## config.mk

```make
export PLATFORM = sky130hd
export DESIGN_NAME = aal5_segmenter
export DESIGN_NICKNAME = d
export VERILOG_FILES = /design/src/rtl/aal5_seg_pkg.sv /design/src/rtl/aal5_seg_fifo.sv /design/src/rtl/aal5_seg_ingress.sv /design/src/rtl/aal5_seg_egress.sv /design/src/rtl/aal5_segmenter.sv
export SDC_FILE = /design/constraint.sdc
export NUM_CORES = 2
export LEC_CHECK = 0
export ABC_AREA = 1
export BUFFER_PORTS_ARGS = -buffer_cell sky130_fd_sc_hd__buf_2
export CAP_MARGIN = 10
export CORE_UTILIZATION = 45
export DETAILED_ROUTE_END_ITERATION = 6
export PLACE_DENSITY_LB_ADDON = 0.2
export RECOVER_POWER = 100
export SETUP_SLACK_MARGIN = 0.05
export SYNTH_ARGS = -nofsm -noshare
export SYNTH_HDL_FRONTEND = slang
export SYNTH_SLANG_ARGS = --single-unit
```

## constraint.sdc

```tcl
create_clock -name clk_i -period 18.6 [get_ports clk_i]
set_input_delay 3.72 -clock clk_i [delete_from_list [all_inputs] [get_ports clk_i]]
set_output_delay 3.72 -clock clk_i [all_outputs]
set_load 0.005 [all_outputs]
```

## src/rtl/aal5_seg_pkg.sv

```systemverilog
package aal5_seg_pkg;
  localparam logic [31:0] CRC32_POLY = 32'h04C11DB7;
  localparam logic [7:0]  HEC_POLY   = 8'h07;
  localparam logic [7:0]  HEC_COSET  = 8'h55;

  typedef enum logic [1:0] {IN_IDLE, IN_PAY, IN_TR1, IN_TR2} in_st_e;
  typedef enum logic [1:0] {EG_IDLE, EG_HEC, EG_DATA} eg_st_e;

  function automatic logic [31:0] crc32_word(logic [31:0] c, logic [31:0] w);
    logic fb;
    for (int i = 31; i >= 0; i--) begin
      fb = c[31] ^ w[i];
      c  = {c[30:0], 1'b0};
      if (fb) c = c ^ CRC32_POLY;
    end
    return c;
  endfunction

  function automatic logic [7:0] hec_of(logic [31:0] h);
    logic [7:0] c;
    logic fb;
    c = 8'h00;
    for (int i = 31; i >= 0; i--) begin
      fb = c[7] ^ h[i];
      c  = {c[6:0], 1'b0};
      if (fb) c = c ^ HEC_POLY;
    end
    return c ^ HEC_COSET;
  endfunction
endpackage

```

## src/rtl/aal5_seg_fifo.sv

```systemverilog
module aal5_seg_fifo #(
  parameter int W     = 32,
  parameter int DEPTH = 64,
  localparam int AW   = $clog2(DEPTH)
) (
  input  logic         clk_i,
  input  logic         rst_ni,
  input  logic         push_i,
  input  logic [W-1:0] wdata_i,
  input  logic         pop_i,
  output logic [W-1:0] rdata_o,
  output logic         empty_o,
  output logic         full_o,
  output logic [AW:0]  count_o
);
  logic [W-1:0]  mem_q [DEPTH];
  logic [AW-1:0] wptr_q, rptr_q;
  logic [AW:0]   cnt_q;

  assign rdata_o = mem_q[rptr_q];
  assign empty_o = (cnt_q == '0);
  assign full_o  = (cnt_q == (AW+1)'(DEPTH));
  assign count_o = cnt_q;

  always_ff @(posedge clk_i) begin
    if (push_i) mem_q[wptr_q] <= wdata_i;
  end

  always_ff @(posedge clk_i or negedge rst_ni) begin
    if (!rst_ni) begin
      wptr_q <= '0;
      rptr_q <= '0;
      cnt_q  <= '0;
    end else begin
      if (push_i) wptr_q <= (wptr_q == AW'(DEPTH-1)) ? '0 : wptr_q + 1'b1;
      if (pop_i)  rptr_q <= (rptr_q == AW'(DEPTH-1)) ? '0 : rptr_q + 1'b1;
      case ({push_i, pop_i})
        2'b10:   cnt_q <= cnt_q + 1'b1;
        2'b01:   cnt_q <= cnt_q - 1'b1;
        default: cnt_q <= cnt_q;
      endcase
    end
  end

  p_no_overflow_r8: assert property (@(posedge clk_i) disable iff (!rst_ni)
    full_o |-> !push_i || pop_i);
  p_no_underflow_r3: assert property (@(posedge clk_i) disable iff (!rst_ni)
    empty_o |-> !pop_i);
endmodule

```

## src/rtl/aal5_seg_ingress.sv

```systemverilog
module aal5_seg_ingress
  import aal5_seg_pkg::*;
#(
  parameter int CELL_WORDS = 12,
  parameter int PW_W       = 16,
  localparam int CNT_W     = $clog2(CELL_WORDS + 1),
  localparam int LQ_W      = 32 + CNT_W
) (
  input  logic            clk_i,
  input  logic            rst_ni,
  input  logic            sof_i,
  input  logic            den_i,
  input  logic            eof_i,
  input  logic [31:0]     data_i,
  output logic            dq_push_o,
  output logic [31:0]     dq_wdata_o,
  output logic            lq_push_o,
  output logic [LQ_W-1:0] lq_wdata_o
);
  in_st_e           st_q;
  logic [31:0]      hdr_q, crc_q, crc_nxt, word;
  logic [PW_W-1:0]  pw_q;
  logic [CNT_W-1:0] cell_q, cell_nxt;
  logic [15:0]      len16;
  logic [2:0]       tail_bytes;
  logic             last_w;

  always_comb begin
    tail_bytes = (data_i[1:0] == 2'b00) ? 3'd4 : {1'b0, data_i[1:0]};
    len16      = 16'({pw_q - 1'b1, 2'b00}) + 16'(tail_bytes);
    case (st_q)
      IN_TR1:  word = {data_i[31:16], len16};
      IN_TR2:  word = ~crc_q ^ data_i;
      default: word = data_i;
    endcase
    crc_nxt    = crc32_word(crc_q, word);
    cell_nxt   = cell_q + 1'b1;
    last_w     = (st_q == IN_TR2);
    dq_push_o  = den_i && !sof_i && (st_q != IN_IDLE);
    dq_wdata_o = word;
    lq_push_o  = dq_push_o && (last_w || cell_nxt == CNT_W'(CELL_WORDS));
    lq_wdata_o = {hdr_q[31:2], last_w, hdr_q[0], cell_nxt};
  end

  always_ff @(posedge clk_i or negedge rst_ni) begin
    if (!rst_ni) begin
      st_q   <= IN_IDLE;
      hdr_q  <= '0;
      crc_q  <= '1;
      pw_q   <= '0;
      cell_q <= '0;
    end else if (sof_i) begin
      st_q   <= IN_PAY;
      hdr_q  <= data_i;
      crc_q  <= '1;
      pw_q   <= '0;
      cell_q <= '0;
    end else if (dq_push_o) begin
      crc_q  <= crc_nxt;
      cell_q <= lq_push_o ? '0 : cell_nxt;
      case (st_q)
        IN_PAY: begin
          pw_q <= pw_q + 1'b1;
          if (eof_i) st_q <= IN_TR1;
        end
        IN_TR1:  st_q <= IN_TR2;
        default: st_q <= IN_IDLE;
      endcase
    end
  end

  p_cell_size_r3: assert property (@(posedge clk_i) disable iff (!rst_ni)
    lq_push_o |-> (lq_wdata_o[CNT_W-1:0] != '0) &&
                  (lq_wdata_o[CNT_W-1:0] <= CNT_W'(CELL_WORDS)));
  p_end_closes_frame_r1: assert property (@(posedge clk_i) disable iff (!rst_ni)
    (lq_push_o && lq_wdata_o[CNT_W+1]) |=> (st_q == IN_IDLE) || $past(sof_i));
  p_idle_no_write_r10: assert property (@(posedge clk_i) disable iff (!rst_ni)
    (st_q == IN_IDLE) |-> !dq_push_o);
endmodule

```

## src/rtl/aal5_seg_egress.sv

```systemverilog
module aal5_seg_egress
  import aal5_seg_pkg::*;
#(
  parameter int CELL_WORDS = 12,
  localparam int CNT_W     = $clog2(CELL_WORDS + 1),
  localparam int LQ_W      = 32 + CNT_W
) (
  input  logic            clk_i,
  input  logic            rst_ni,
  input  logic            lq_empty_i,
  input  logic [LQ_W-1:0] lq_rdata_i,
  output logic            lq_pop_o,
  input  logic [31:0]     dq_rdata_i,
  output logic            dq_pop_o,
  output logic            cell_valid_o,
  output logic            cell_start_o,
  output logic [31:0]     cell_data_o
);
  eg_st_e           st_q;
  logic [31:0]      hdr_q;
  logic [CNT_W-1:0] left_q;

  assign lq_pop_o = (st_q == EG_IDLE) && !lq_empty_i;
  assign dq_pop_o = (st_q == EG_DATA);

  always_ff @(posedge clk_i or negedge rst_ni) begin
    if (!rst_ni) begin
      st_q         <= EG_IDLE;
      hdr_q        <= '0;
      left_q       <= '0;
      cell_valid_o <= 1'b0;
      cell_start_o <= 1'b0;
      cell_data_o  <= '0;
    end else begin
      cell_start_o <= 1'b0;
      case (st_q)
        EG_IDLE: begin
          cell_valid_o <= lq_pop_o;
          if (lq_pop_o) begin
            hdr_q        <= lq_rdata_i[CNT_W +: 32];
            left_q       <= lq_rdata_i[CNT_W-1:0];
            cell_start_o <= 1'b1;
            cell_data_o  <= lq_rdata_i[CNT_W +: 32];
            st_q         <= EG_HEC;
          end
        end
        EG_HEC: begin
          cell_valid_o <= 1'b1;
          cell_data_o  <= {hec_of(hdr_q), 24'h0};
          st_q         <= EG_DATA;
        end
        default: begin
          cell_valid_o <= 1'b1;
          cell_data_o  <= dq_rdata_i;
          left_q       <= left_q - 1'b1;
          if (left_q == CNT_W'(1)) st_q <= EG_IDLE;
        end
      endcase
    end
  end

  p_hec_follows_r2: assert property (@(posedge clk_i) disable iff (!rst_ni)
    cell_start_o |=> cell_valid_o && !cell_start_o);
  p_start_valid_r1: assert property (@(posedge clk_i) disable iff (!rst_ni)
    cell_start_o |-> cell_valid_o);
  p_no_pop_in_hec_r3: assert property (@(posedge clk_i) disable iff (!rst_ni)
    lq_pop_o |=> !lq_pop_o && !dq_pop_o);
endmodule

```

## src/rtl/aal5_segmenter.sv

```systemverilog
module aal5_segmenter
  import aal5_seg_pkg::*;
#(
  parameter int CELL_WORDS   = 12,
  parameter int DQ_DEPTH     = 64,
  parameter int LQ_DEPTH     = 8,
  parameter int READY_MARGIN = 14,
  localparam int CNT_W       = $clog2(CELL_WORDS + 1),
  localparam int LQ_W        = 32 + CNT_W,
  localparam int DQ_AW       = $clog2(DQ_DEPTH),
  localparam int LQ_AW       = $clog2(LQ_DEPTH)
) (
  input  logic        clk_i,
  input  logic        rst_ni,
  input  logic        sof_i,
  input  logic        den_i,
  input  logic        eof_i,
  input  logic [31:0] data_i,
  output logic        ready_o,
  output logic        cell_valid_o,
  output logic        cell_start_o,
  output logic [31:0] cell_data_o
);
  logic            dq_push, dq_pop, dq_empty, dq_full;
  logic [31:0]     dq_wdata, dq_rdata;
  logic [DQ_AW:0]  dq_count;
  logic            lq_push, lq_pop, lq_empty, lq_full;
  logic [LQ_W-1:0] lq_wdata, lq_rdata;
  logic [LQ_AW:0]  lq_count;

  assign ready_o = (DQ_DEPTH - int'(dq_count)) >= READY_MARGIN;

  aal5_seg_ingress #(.CELL_WORDS(CELL_WORDS)) u_ing (
    .clk_i, .rst_ni, .sof_i, .den_i, .eof_i, .data_i,
    .dq_push_o(dq_push), .dq_wdata_o(dq_wdata),
    .lq_push_o(lq_push), .lq_wdata_o(lq_wdata)
  );

  aal5_seg_fifo #(.W(32), .DEPTH(DQ_DEPTH)) u_dq (
    .clk_i, .rst_ni, .push_i(dq_push), .wdata_i(dq_wdata), .pop_i(dq_pop),
    .rdata_o(dq_rdata), .empty_o(dq_empty), .full_o(dq_full), .count_o(dq_count)
  );

  aal5_seg_fifo #(.W(LQ_W), .DEPTH(LQ_DEPTH)) u_lq (
    .clk_i, .rst_ni, .push_i(lq_push), .wdata_i(lq_wdata), .pop_i(lq_pop),
    .rdata_o(lq_rdata), .empty_o(lq_empty), .full_o(lq_full), .count_o(lq_count)
  );

  aal5_seg_egress #(.CELL_WORDS(CELL_WORDS)) u_eg (
    .clk_i, .rst_ni, .lq_empty_i(lq_empty), .lq_rdata_i(lq_rdata), .lq_pop_o(lq_pop),
    .dq_rdata_i(dq_rdata), .dq_pop_o(dq_pop),
    .cell_valid_o, .cell_start_o, .cell_data_o
  );

  p_ready_fall_r8: assert property (@(posedge clk_i) disable iff (!rst_ni)
    $fell(ready_o) |-> $past(dq_push && !dq_pop));
  p_cells_have_data_r3: assert property (@(posedge clk_i) disable iff (!rst_ni)
    lq_pop |-> !dq_empty);
endmodule

```

==> key figures <==
Timing
  – Final Cycle Share: 62.1%
  – Fmax: 86.6 MHz
  – Minimum clock period: ~12000 ps
  – Final Setup Violations: 0
  – Measured slew at the worst slew-check pin: 4580 ps
  – Slew Viols, Final: between 5000 and 6000
  – Clk_skew: 44.3 ps
  – Fin. Hold Viols: 0
  – Slew headroom: -205%
  – RSZ-0062 raised after global routing: no
  – Sum Neg Setup Slack: 0 ps

Routing
  – Iter 0 DRT Violations: 8883
  – WL met2: 153 mm
  – DR vias: between 70000 and 80000
  – DRC: 0
  – Routed Antenna Nets: 0
  – Top sig layer: met5
  – Wirelength per Cell: 27.6 um
  – DR WL met3: roughly 34 mm
  – Post-DR vias/cell: 5.99
  – Initial DRT Pass Iterations: 6
  – Total routed wirelength: 336 mm
  – Met1 WL: 136 mm

Synth
  – YS warnings: 0
  – Sequential area share after synthesis: a little over two thirds
  – Register bit total from synthesis: ~2500
  – Yosys cell types: 63
  – Synthesized instance count: 8854
  – Largest area contributor in the netlist: edfxtp_1
  – Net count after synthesis: around 8900
  – Syn Area/Cell: around 12 um^2
  – Ys flop type: edfxtp_1
  – Number of flops mapped to enable cells by yosys: between 2000 and 2500
  – Post-synthesis async set-or-reset flop share: 7.30%
  – Post-Syn Area: 106000 um^2
  – Top post-synthesis cells by area: edfxtp_1 (66%), o21ai_0 (6.0%), nor2_1 (4.9%)
  – Post-synth top area share: 66.4%

Min path
  – Critical hold path startpoint: u_lq.count_o[3]
  – Worst Hold Path EP: u_lq.count_o[3]
  – HP Class: flip-flop to flip-flop
  – Hold path cells: 1

Clock network
  – Clk_lat worst skew: 940 ps
  – Reg clk slew, reported paths: ~60 ps
  – Post-cts sizing count: 0
  – CTS tree: built
  – Post-CTS setup buffer count: 0
  – Clock sink count: around 2500
  – Maximum root-to-sink buffer count: 4
  – CTS Buf Count: about 280
  – H-tree depth: 5
  – CTS root buffer: clkbuf_16
  – CTS Hold Bufs: 0

Die
  – Die Ht: 486 um
  – DIE WIDTH: 486 um
  – Core area: around 230000 um^2
  – Cell Rows: ~180
  – Starting density of the core: about 45%
  – Die area: 237000 um^2
  – I/O Pins: 72

Run status
  – Failing checks: max-capacitance violations, max-slew violations
  – Status: finished with violations

Global routing
  – Remaining Overflow, GRT: 0
  – Vias in the first global route: between 60000 and 70000
  – Pin count of the biggest net entering global routing: 180
  – Initial antenna violation count: 24
  – First-pass GRT wire length: 479 mm
  – Overall Global Routing Usage: around 28%

Pwr
  – Register share of total power: 28.9%
  – Internal cell power: 13.2 mW
  – Pwr/cell area: approximately 200 nW/um^2
  – Max VDD drop: ~500 uV
  – Gate power share: about 50%
  – Sw Share: 45.1%
  – Psw: 10.8 mW
  – Clock power share: 22.0%
  – Leak pwr: 39.8 nW

Setup path
  – CP startpoint kind: flip-flop
  – Critical path class: flip-flop to flip-flop
  – Critical Path AT: 12370 ps
  – Crit. End Element: flip-flop
  – Worst reg2reg setup slack: 7050 ps
  – Cells on worst reg2reg path: 11
  – FF-to-FF End: u_eg.cell_data_o[11]
  – Critical Path Fanout Max: 179
  – Crit Reg-Reg Startpoint: u_dq.rptr_q[0]
  – Worst path required time: 19420 ps

Placed design
  – Port bufs: 71
  – GPL Wtd Cong: 0.910
  – Post-DP HPWL: around 180 mm
  – DP Cell Count: approximately 12000

Finish
  – Post-Route Utilization: 50.6%
  – Area delta synth->final: 11.7%
  – Share of layout cells above drive strength 1: 8.22%
  – Non-Filler Instances: approximately 12000
  – Nets: 8925
  – Filler instances: 20200

Flow run
  – Max-cap violations: 124
## registers in the layout, indices dropped and copies added, names as in the netlist
register / flops
u_dq.count_o: 7
u_ing.crc_q: 32
u_dq.mem_q: 2048
u_eg.cell_start_o: 1
u_ing.pw_q: 14
u_dq.rptr_q: 6
u_ing.cell_q: 4
u_eg.cell_valid_o: 1
u_lq.wptr_q: 3
u_lq.rptr_q: 3
u_lq.mem_q: 288
u_ing.st_q: 2
u_eg.st_q: 2
u_lq.count_o: 4
u_eg.cell_data_o: 32
u_ing.hdr_q: 31
u_eg.left_q: 4
u_eg.hdr_q: 32
u_dq.wptr_q: 6
## power groups by stage
stage / combinational, mW / sequential [mW] / clock (mW)
floorplan: 8.05 / 6.87 / 0
global placement: 11.7 / 7.01 / 0
detailed placement: 11.8 / 7.02 / 0
CTS: 11.9 / 6.90 / 5.35
global route: 12.9 / 6.98 / 5.56
finish: 11.8 / 6.96 / 5.29
## stage by stage
step | setup slack (ps) | instance area [um^2] | total power, mW | hold WS (ps)
global placement | 10320 | 110000 | 18.7 | 477
detailed placement | 10280 | 110000 | 18.8 | 472
finish | 7050 | 118000 | 24.1 | 482
CTS | 11280 | 119000 | 24.1 | 486
floorplan | 9620 | 106000 | 14.9 | 447
global route | 6190 | 118000 | 25.4 | 510
## cells in the mapped netlist, drive strengths merged, types with 4 or more instances
library cell	count
nor4	4
o22ai	388
or2	24
edfxtp	2336
a21oi	108
clkbuf	501
o211ai	52
o21ai	1290
clkinv	8
nand4	31
a32o	10
o221ai	210
nor3	16
dfrtp	152
o31ai	8
ha	28
a31oi	68
dfstp	32
xor2	152
a221oi	7
nor2	1395
a221o	16
nand2	1253
inv	289
nand3b	7
buf	30
xnor2	46
nand3	370
## placed cells by master, fill, tap and decap left out, drive strengths merged, types with 108 or more instances in the layout
cell    count
xor2      152
o221ai    210
clkbuf    517
dfrtp     152
nand2    1253
nor2     1395
edfxtp   2336
nand3     370
a21oi     108
inv       290
o21ai    1290
o22ai     388
## final cells by class
type                       count  area, um^2  area share (%)
timing repair buffer         252        1340            1.13
multi-input combinational   5506       28200            23.9
clock buffer                 351        7500            6.36
clock inverter               116        1060           0.902
inverter                     297        1160           0.982
sequential                  2520       74800            63.4
tap                         3132        3920            3.32
antenna                        4        10.0         0.00849
## layer usage
| metal | up-vias | global-route usage [%] |
|---|---|---|
| li1 | 32100 | - |
| met1 | 36600 | 39.0 |
| met2 | 3603 | 43.4 |
| met3 | 589 | 5.10 |
| met4 | 22 | 9.96 |
| met5 | - | 0 |
## critical path: stages (launching register included)
cell,delay (ps)
dfrtp_4,900
clkbuf_1,2620
buf_12,600
clkbuf_1,2590
clkbuf_1,2150
o21ai_0,340
o221ai_1,330
o211ai_1,160
a31oi_1,740
a221o_1,420
nand2_1,170
a31oi_1,250
## kinds of logic (layout without fill, tap and decap cells)
group / Yosys count / in the layout / share of synthesized area (%)
simple gates: 3102 / 3102 / 12.1
xor+xnor: 200 / 200 / 1.79
other cells: 0 / 4 / 0
flops: 2520 / 2520 / 70.8
fa+ha+maj: 30 / 30 / 0.370
buf+inv: 828 / 1016 / 3.01
compound gates: 2174 / 2174 / 11.9
## worst max path at each step
stage | slack [ps] | cells after the start | startpoint | to
2_1_floorplan | 9620 | 26 | data_i[1] | u_ing.crc_q[12]
4_1_cts | 11280 | 23 | data_i[1] | u_ing.crc_q[12]
6_report | 7050 | 11 | u_dq.rptr_q[0] | u_eg.cell_data_o[11]
3_3_place_gp | 10320 | 23 | data_i[1] | u_ing.crc_q[6]
3_5_place_dp | 10280 | 23 | data_i[1] | u_ing.crc_q[12]
5_1_grt | 6190 | 12 | u_dq.rptr_q[0] | u_eg.cell_data_o[10]
Power figures use the tool's default switching activity.
